File: src/rtl/i2s_fsync_rx.sv
module i2s_fsync_rx #(
  parameter int W = 16
) (
  input  logic         bclk,
  input  logic         rst_n,
  input  logic         ws,
  input  logic         sd,
  input  logic         fs_ignore,
  input  logic [1:0]   delay,
  input  logic         err_clr,
  output logic [W-1:0] word_out,
  output logic         chan_out,
  output logic         valid,
  output logic         sync_err
);
  localparam int BW = $clog2(W);
  localparam int CW = $clog2(W) + 1;

  logic          ws_q, seen, armed, pend, pchan, shifting, cur_chan;
  logic [CW-1:0] since;
  logic [1:0]    st;
  logic [BW-1:0] bcnt;
  logic [W-1:0]  sh;

  wire [1:0] dly       = (delay == 2'd3) ? 2'd2 : delay;
  wire       fedge     = seen && (ws != ws_q);
  wire       early     = fedge && armed && (since < CW'(W));
  wire       abort     = early && !fs_ignore;
  wire       accept    = fedge && !(early && fs_ignore);
  wire       start_now = (accept && dly == 2'd0) || (!accept && pend && st == 2'd0);
  wire       start_ch  = accept ? ws : pchan;
  wire       last      = shifting && !abort && (bcnt == BW'(W-1));

  always_ff @(posedge bclk or negedge rst_n) begin
    if (!rst_n) begin
      ws_q <= 1'b0; seen <= 1'b0; armed <= 1'b0; since <= '0;
      pend <= 1'b0; st <= '0; pchan <= 1'b0;
      shifting <= 1'b0; bcnt <= '0; sh <= '0; cur_chan <= 1'b0;
      word_out <= '0; chan_out <= 1'b0; valid <= 1'b0; sync_err <= 1'b0;
    end else begin
      ws_q <= ws;
      seen <= 1'b1;

      if (accept) begin
        armed <= 1'b1;
        since <= CW'(1);
      end else if (since < CW'(W)) begin
        since <= since + CW'(1);
      end

      if (accept) begin
        pend  <= (dly != 2'd0);
        st    <= dly - 2'd1;
        pchan <= ws;
      end else if (pend) begin
        if (st == 2'd0) pend <= 1'b0;
        else            st   <= st - 2'd1;
      end

      if (start_now) begin
        shifting <= 1'b1;
        bcnt     <= BW'(1);
        sh       <= {{(W-1){1'b0}}, sd};
        cur_chan <= start_ch;
      end else if (abort) begin
        shifting <= 1'b0;
      end else if (shifting) begin
        sh   <= {sh[W-2:0], sd};
        bcnt <= bcnt + BW'(1);
        if (bcnt == BW'(W-1)) shifting <= 1'b0;
      end

      valid <= last;
      if (last) begin
        word_out <= {sh[W-2:0], sd};
        chan_out <= cur_chan;
      end

      if (abort)        sync_err <= 1'b1;
      else if (err_clr) sync_err <= 1'b0;
    end
  end

  a_r5_single_strobe: assert property (@(posedge bclk) disable iff (!rst_n)
    valid |=> !valid);
  a_r7_ignore_no_error: assert property (@(posedge bclk) disable iff (!rst_n)
    fs_ignore |=> !$rose(sync_err));
  a_r8_abort_sets_flag: assert property (@(posedge bclk) disable iff (!rst_n)
    (early && !fs_ignore) |=> sync_err);
  a_r8_abort_no_strobe: assert property (@(posedge bclk) disable iff (!rst_n)
    (early && !fs_ignore) |=> !valid);
  a_r9_sticky: assert property (@(posedge bclk) disable iff (!rst_n)
    (sync_err && !err_clr) |=> sync_err);
  a_r9_clear: assert property (@(posedge bclk) disable iff (!rst_n)
    (err_clr && !fedge) |=> !sync_err);
  a_r2_first_edge_accepted: assert property (@(posedge bclk) disable iff (!rst_n)
    (fedge && !armed) |=> armed);
endmodule

File: config.mk
export PLATFORM = sky130hd
export DESIGN_NAME = i2s_fsync_rx
export DESIGN_NICKNAME = d
export VERILOG_FILES = /design/src/rtl/i2s_fsync_rx.sv
export SDC_FILE = /design/constraint.sdc
export NUM_CORES = 1
export LEC_CHECK = 0
export ABC_AREA = 1
export BUFFER_PORTS_ARGS = -buffer_cell sky130_fd_sc_hd__buf_2
export CAP_MARGIN = 20
export CORE_UTILIZATION = 30
export CTS_BUF_LIST = sky130_fd_sc_hd__clkbuf_4 sky130_fd_sc_hd__clkbuf_8
export CTS_CLUSTER_SIZE = 16
export DETAILED_ROUTE_END_ITERATION = 12
export GPL_TIMING_DRIVEN = 0
export PLACE_DENSITY = 0.59
export SYNTH_ARGS = -nofsm -noshare
export SYNTH_HDL_FRONTEND = slang
export SYNTH_SLANG_ARGS = --single-unit
File: constraint.sdc
create_clock -name bclk -period 1.75 [get_ports bclk]
set_input_delay 0.0875 -clock bclk [delete_from_list [all_inputs] [get_ports bclk]]
set_output_delay 0.0875 -clock bclk [all_outputs]
set_load 0.005 [all_outputs]
* After elaboration in Yosys (flattened, before gate mapping)
Cells that the tools add are included.
Word-level totals: bits in registers 52, input port bits 8, output and inout bits 19, word-level logic and storage cells 72
Operators by class: add/sub/neg operators 4, $lt $le $gt $ge 1, equal/unequal tests 5, muxes and demuxes 22, reduce and logical (&&, ||, !) cells 25
Operators by type and width (number):
- 15-bit two-way mux | 3
- 4-bit two-way mux | 3
- 1-bit logical AND | 11
- 1-bit two-way mux | 10
- 5-bit two-way mux | 2
- 2-bit nonzero test | 5
- 2-bit two-way mux | 4
- 5-bit by 1-bit adder with 5-bit output, second input constant | 1
- 5-bit less-than comparator, second input constant | 1
- 4-bit by 1-bit adder with 4-bit output, second input constant | 1
- 4-bit equality test, second input constant | 1
- 1-bit zero test | 4
- 2-bit zero test | 2
- 2-bit AND reduction | 2
- 2-bit by 1-bit subtractor with 2-bit output, second input constant | 2
- 2-bit equality test, second input constant | 1
- 2-bit by 1-bit != test with 1-bit output, second input constant | 1
- 2-bit != test, second input constant | 1
- 1-bit logical OR | 1
- 1-bit != test | 1

* Depth between registers and ports, before layout
depth after elaboration 13, mapped depth 10, gate-level depth less buffers 10

* Least setup slack after synthesis
Ideal clock, no wire load.
path kind register -> register, start point reg bcnt[0], end point reg word_out[10], setup time 123 ps, data arrival time 1246 ps, data required time 1627 ps, setup slack 381 ps, stages on the path, launching flop included 6, path buffers 1, clock period less this slack 1369 ps, cell sequence dfrtp_1 > ha_1 > nand3_1 > clkbuf_1 > o21ai_0 > nand2_1
Between the ends: word-level cells in the longest chain between the ends 2
RTL lines:
- from (decl) | line 22 | logic [BW-1:0] bcnt;
- from (signal assigned) | line 69 | bcnt <= bcnt + BW'(1);
- 4-bit equality test | line 32 | wire last = shifting && !abort && (bcnt == BW'(W-1));
- 1-bit logical AND | line 32
- to (signal assigned) | line 75 | word_out <= {sh[W-2:0], sd};
- to (decl) | line 11 | output logic [W-1:0] word_out,
No other way between the ends. A chain may end at the register's enable or synchronous reset.

* Worst setup path after layout
start point in ws, end point reg sh[0]
Between the ends: word-level cells in the longest chain between the ends 13, elaborated cells between the ends (all ways) 17, classes of those cells 2 x eq/ne; 1 x mux; 14 x reduce/logical
RTL lines:
- from (decl) | line 6 | input logic ws,
- 1-bit != test (*) | line 26 | wire fedge = seen && (ws != ws_q);
- 1-bit logical AND (*) | line 26
- 1-bit logical AND (2 in series) | line 27 | wire early = fedge && armed && (since < CW'(W));
- 1-bit logical AND | line 29 | wire accept = fedge && !(early && fs_ignore);
- 1-bit zero test | line 29
- 1-bit logical AND | line 29
- 1-bit zero test | line 30 | wire start_now = (accept && dly == 2'd0) || (!accept && pend && st == 2'd0);
- 1-bit logical AND (2 in series) | line 30
- 1-bit logical OR | line 30
- 2-bit by 1-bit != test with 1-bit output (no line) / 2-bit nonzero test (equally long branches)
- 2-bit AND reduction (no line)
- to (signal assigned) | line 63 | sh <= {{(W-1){1'b0}}, sd};
- to (signal assigned) | line 68 | sh <= {sh[W-2:0], sd};
- to (decl) | line 23 | logic [W-1:0] sh;
Every way passes the cells marked *; elsewhere a longest branch is shown, timed or not.

==> out/summary.txt <==
Power Dens Cells -> 1416 nW/um^2
layout cells sized above 1 -> 0.2021
vias in the first global route -> 1784
CTS buffer count -> 5
Post-route DRC -> 0
Area Overhead vs Synth -> 17.21%
Worst Setup SP -> ws
Initial Utilization -> 0.3148
#FFs+latches synth -> 52
H-Tree Depth -> 2
Avg Cell Area, Syn -> 9.316 sq um
clk slew on worst S/H paths -> 0.08 ns
wire per inst -> 11.58 um
R2R setup slack -> 0.23 ns
hold path depth -> 3
Crit path max-delay family -> simple AND/OR/NAND/NOR gates
Clock power frac -> 0.179
final setup vio count -> 0
share of power burned in registers -> 0.473
post-synthesis sequential area ratio -> 0.5609
post-synth net total -> 259
Ys Warns -> 0
Routed WL -> 4469 um
maximum vdd ir drop -> 0.0003920 V
crit path time final -> 1.527 ns
Die ar. -> 8088 sq um
Req. time, crit path -> 1.94 ns
overall routing resource usage -> 0.1248
fin. max-slew vios -> 0
CP Capture Point -> sh[0]
Cell Int Power -> 2.426 mW
Max FO, Critical Path -> 10
CP bufs+invs -> 3
Hold Path Class -> in2reg
number of DRC markers in iteration 0 -> 86
first-pass GRT wire length -> 8204 um
RSZ-0062 raised after global routing -> no
WP data arrival -> 1.72 ns
Die X -> 89.94 um
largest net degree at the start of global routing -> 40
cell depth of the worst flop-to-flop path -> 5
port bufs -> 26
grt ovf -> 0
FMAX -> 654.7 MHz
worst r2r dst -> word_out[6]
leakage -> 1.439 nW
Post-Syn Instances -> 249
Placement Setup Slack -> 0.05887 ns
Worst path max stage delay -> 0.53 ns
CP Class -> in2reg
CP Launch Type -> primary input
row count -> 31
Final ANT Viol Nets -> 0
clock skew -> 0.01527 ns
Critical-path top delay cell -> dlygate4sd3_1
maximum clock path buffer count -> 2
Post-CTS Setup Repair Bufs -> 0
CTS tree -> built
count of cell types in the netlist -> 28
Util after Layout -> 0.3689
sw frac -> 0.3700
Post-DP HPWL -> 3193 um
CP Cell Sequence -> dlygate4sd3_1 -> buf_2 -> nand2_1 -> nand2_2 -> nor2_4 -> nand4_1 -> nand2_2 -> inv_1 -> nand3_1 -> nand2_1
CTS sink cnt -> 52
worst flop-to-flop path startpoint -> bcnt[0]
outcome -> complete, no violations
fill cell count -> 776
Clk Latency, worst-skew pair -> 0.30 ns
max_cap viols -> 0
antenna violations before repair -> 0
critical path depth -> 10
core area -> 7370 sq um
clock root buffer -> clkbuf_8
via count -> 1749
Die Ht -> 89.94 um
Comb power frac -> 0.348
Layout Nets -> 296
Final Hold Fails -> 0
detail-routed via count per cell -> 4.531
Final Cycle Share -> 0.8728
DRT Pass-1 Iters -> 4
antenna cells -> 0
Post-Synthesis Cell Area -> 2320 sq um
final worst-path setup slack -> 0.2226 ns
switching pwr -> 1.425 mW
I/O pins -> 27
GPL Wtd Cong -> 0.7442
setup TNS -> 0 ns
crit path capture type -> flop
## cells in the final DEF, fill, tap and decap left out, types with 2 or more instances in the layout
| master | synthesis | final |
|---|---|---|
| a21oi_1 | 18 | 18 |
| nand4_1 | 2 | 2 |
| inv_1 | 15 | 15 |
| dlygate4sd3_1 | 0 | 3 |
| ha_1 | 2 | 2 |
| buf_2 | 0 | 26 |
| a21oi_2 | 2 | 2 |
| nor2_4 | 2 | 2 |
| clkbuf_8 | 1 | 6 |
| nand3_1 | 24 | 23 |
| nand3_2 | 1 | 2 |
| nand2_2 | 3 | 3 |
| nand2_1 | 79 | 79 |
| o21ai_0 | 20 | 20 |
| nor2_1 | 8 | 8 |
| buf_6 | 4 | 4 |
| buf_4 | 3 | 3 |
| dfrtp_1 | 52 | 52 |
| xor2_1 | 2 | 2 |
## routing by layer
metal / vias to the layer above / global-route usage / wire (um)
li1: 875 / - / -
met1: 843 / 0.1570 / 2169
met2: 26 / 0.2051 / 2085
met3: 5 / 0.03384 / 155
met4: 0 / 0.04704 / 58
met5: - / 0 / 0
## metrics by stage
stage	total power, mW	area [sq um]	std cells	hold slack [ns]
2_1_floorplan	2.804	2320	249	-0.2081
3_3_place_gp	3.152	2574	374	0.2544
3_5_place_dp	3.196	2594	375	0.01980
4_1_cts	3.904	2714	386	0.02639
5_1_grt	4.197	2719	386	0.03667
6_report	3.851	2719	386	0.03150
## worst register-to-register path, stage by stage, from the launching register on
cell      delay, ns
dfrtp_1        0.42
ha_1           0.24
nand3_2        0.22
clkbuf_1       0.37
o21ai_0        0.16
nand2_1        0.07
## cell usage after synthesis
library cell	number	area, sq um
clkbuf_1	1	3.750
and3_1	1	6.260
nor2_4	2	22.52
dfrtp_1	52	1301
nor2_8	1	20.02
nand2_8	1	20.02
buf_8	1	15.01
or2_2	1	6.260
nor2_1	8	30.03
buf_4	3	22.52
o21ai_0	20	100.1
nand2_2	3	18.77
o21a_1	1	7.510
ha_1	2	25.02
xor2_1	2	17.52
a21oi_2	2	17.52
nand2_4	1	11.26
inv_1	15	56.30
nand3_2	1	10.01
buf_6	4	45.04
nand4_1	2	12.51
a31oi_1	1	6.260
nand3_1	24	120.1
clkbuf_8	1	13.76
conb_1	1	3.750
nand3b_4	1	20.02
a21oi_1	18	90.09
nand2_1	79	296.5
## cells by family after synthesis
group	count (synthesis)	synth area share
buf+inv	25	0.06741
compound gates	42	0.09548
other cells	1	0.001617
simple gates	125	0.2562
flops	52	0.5610
xor+xnor	2	0.007553
fa+ha+maj	2	0.01079
## sequential cells by signal, indices dropped and copies added (netlist names), 2 cells and up
register and flops:
word_out 16, sh 15, since 5, bcnt 4, st 2
## cell type report
class,instances,area [sq um],share of cell area
Sequential cell,52,1301,0.4786
Multi-Input combinational cell,172,867.1,0.3189
Timing Repair Buffer,30,180.2,0.06627
Tap cell,99,123.9,0.04556
Buffer,10,100.1,0.03682
Clock buffer,6,76.32,0.02807
Inverter,15,56.30,0.02071
Clock inverter,2,13.76,0.005062
## worst min path at each step
stage,from,endpoint,slack [ns]
final,sd,sh[0],0.03
after global routing,sd,word_out[0],0.04
after floorplan,rst_n,armed,-0.21
after CTS,sd,sh[0],0.03
after global placement,ws,ws_q,0.25
after detailed placement,rst_n,ws_q,0.02
## power by group through the flow
stage          Sequential (mW)  Combinational (mW)  Clock, mW
2_1_floorplan             1.80                1.01          0
3_5_place_dp              1.84                1.36          0
4_1_cts                   1.82                1.36      0.721
5_1_grt                   1.89                1.55      0.756
3_3_place_gp              1.83                1.32          0
6_report                  1.82                1.34      0.689
## what timing repair did
item                                   4_1_cts  5_1_grt
resized for setup                            0        1
setup endpoints to repair                    0       10
endpoints found under the hold margin       15        0
hold buffers                                 3        0
Note: power is estimated with default switching activity, not from simulation.
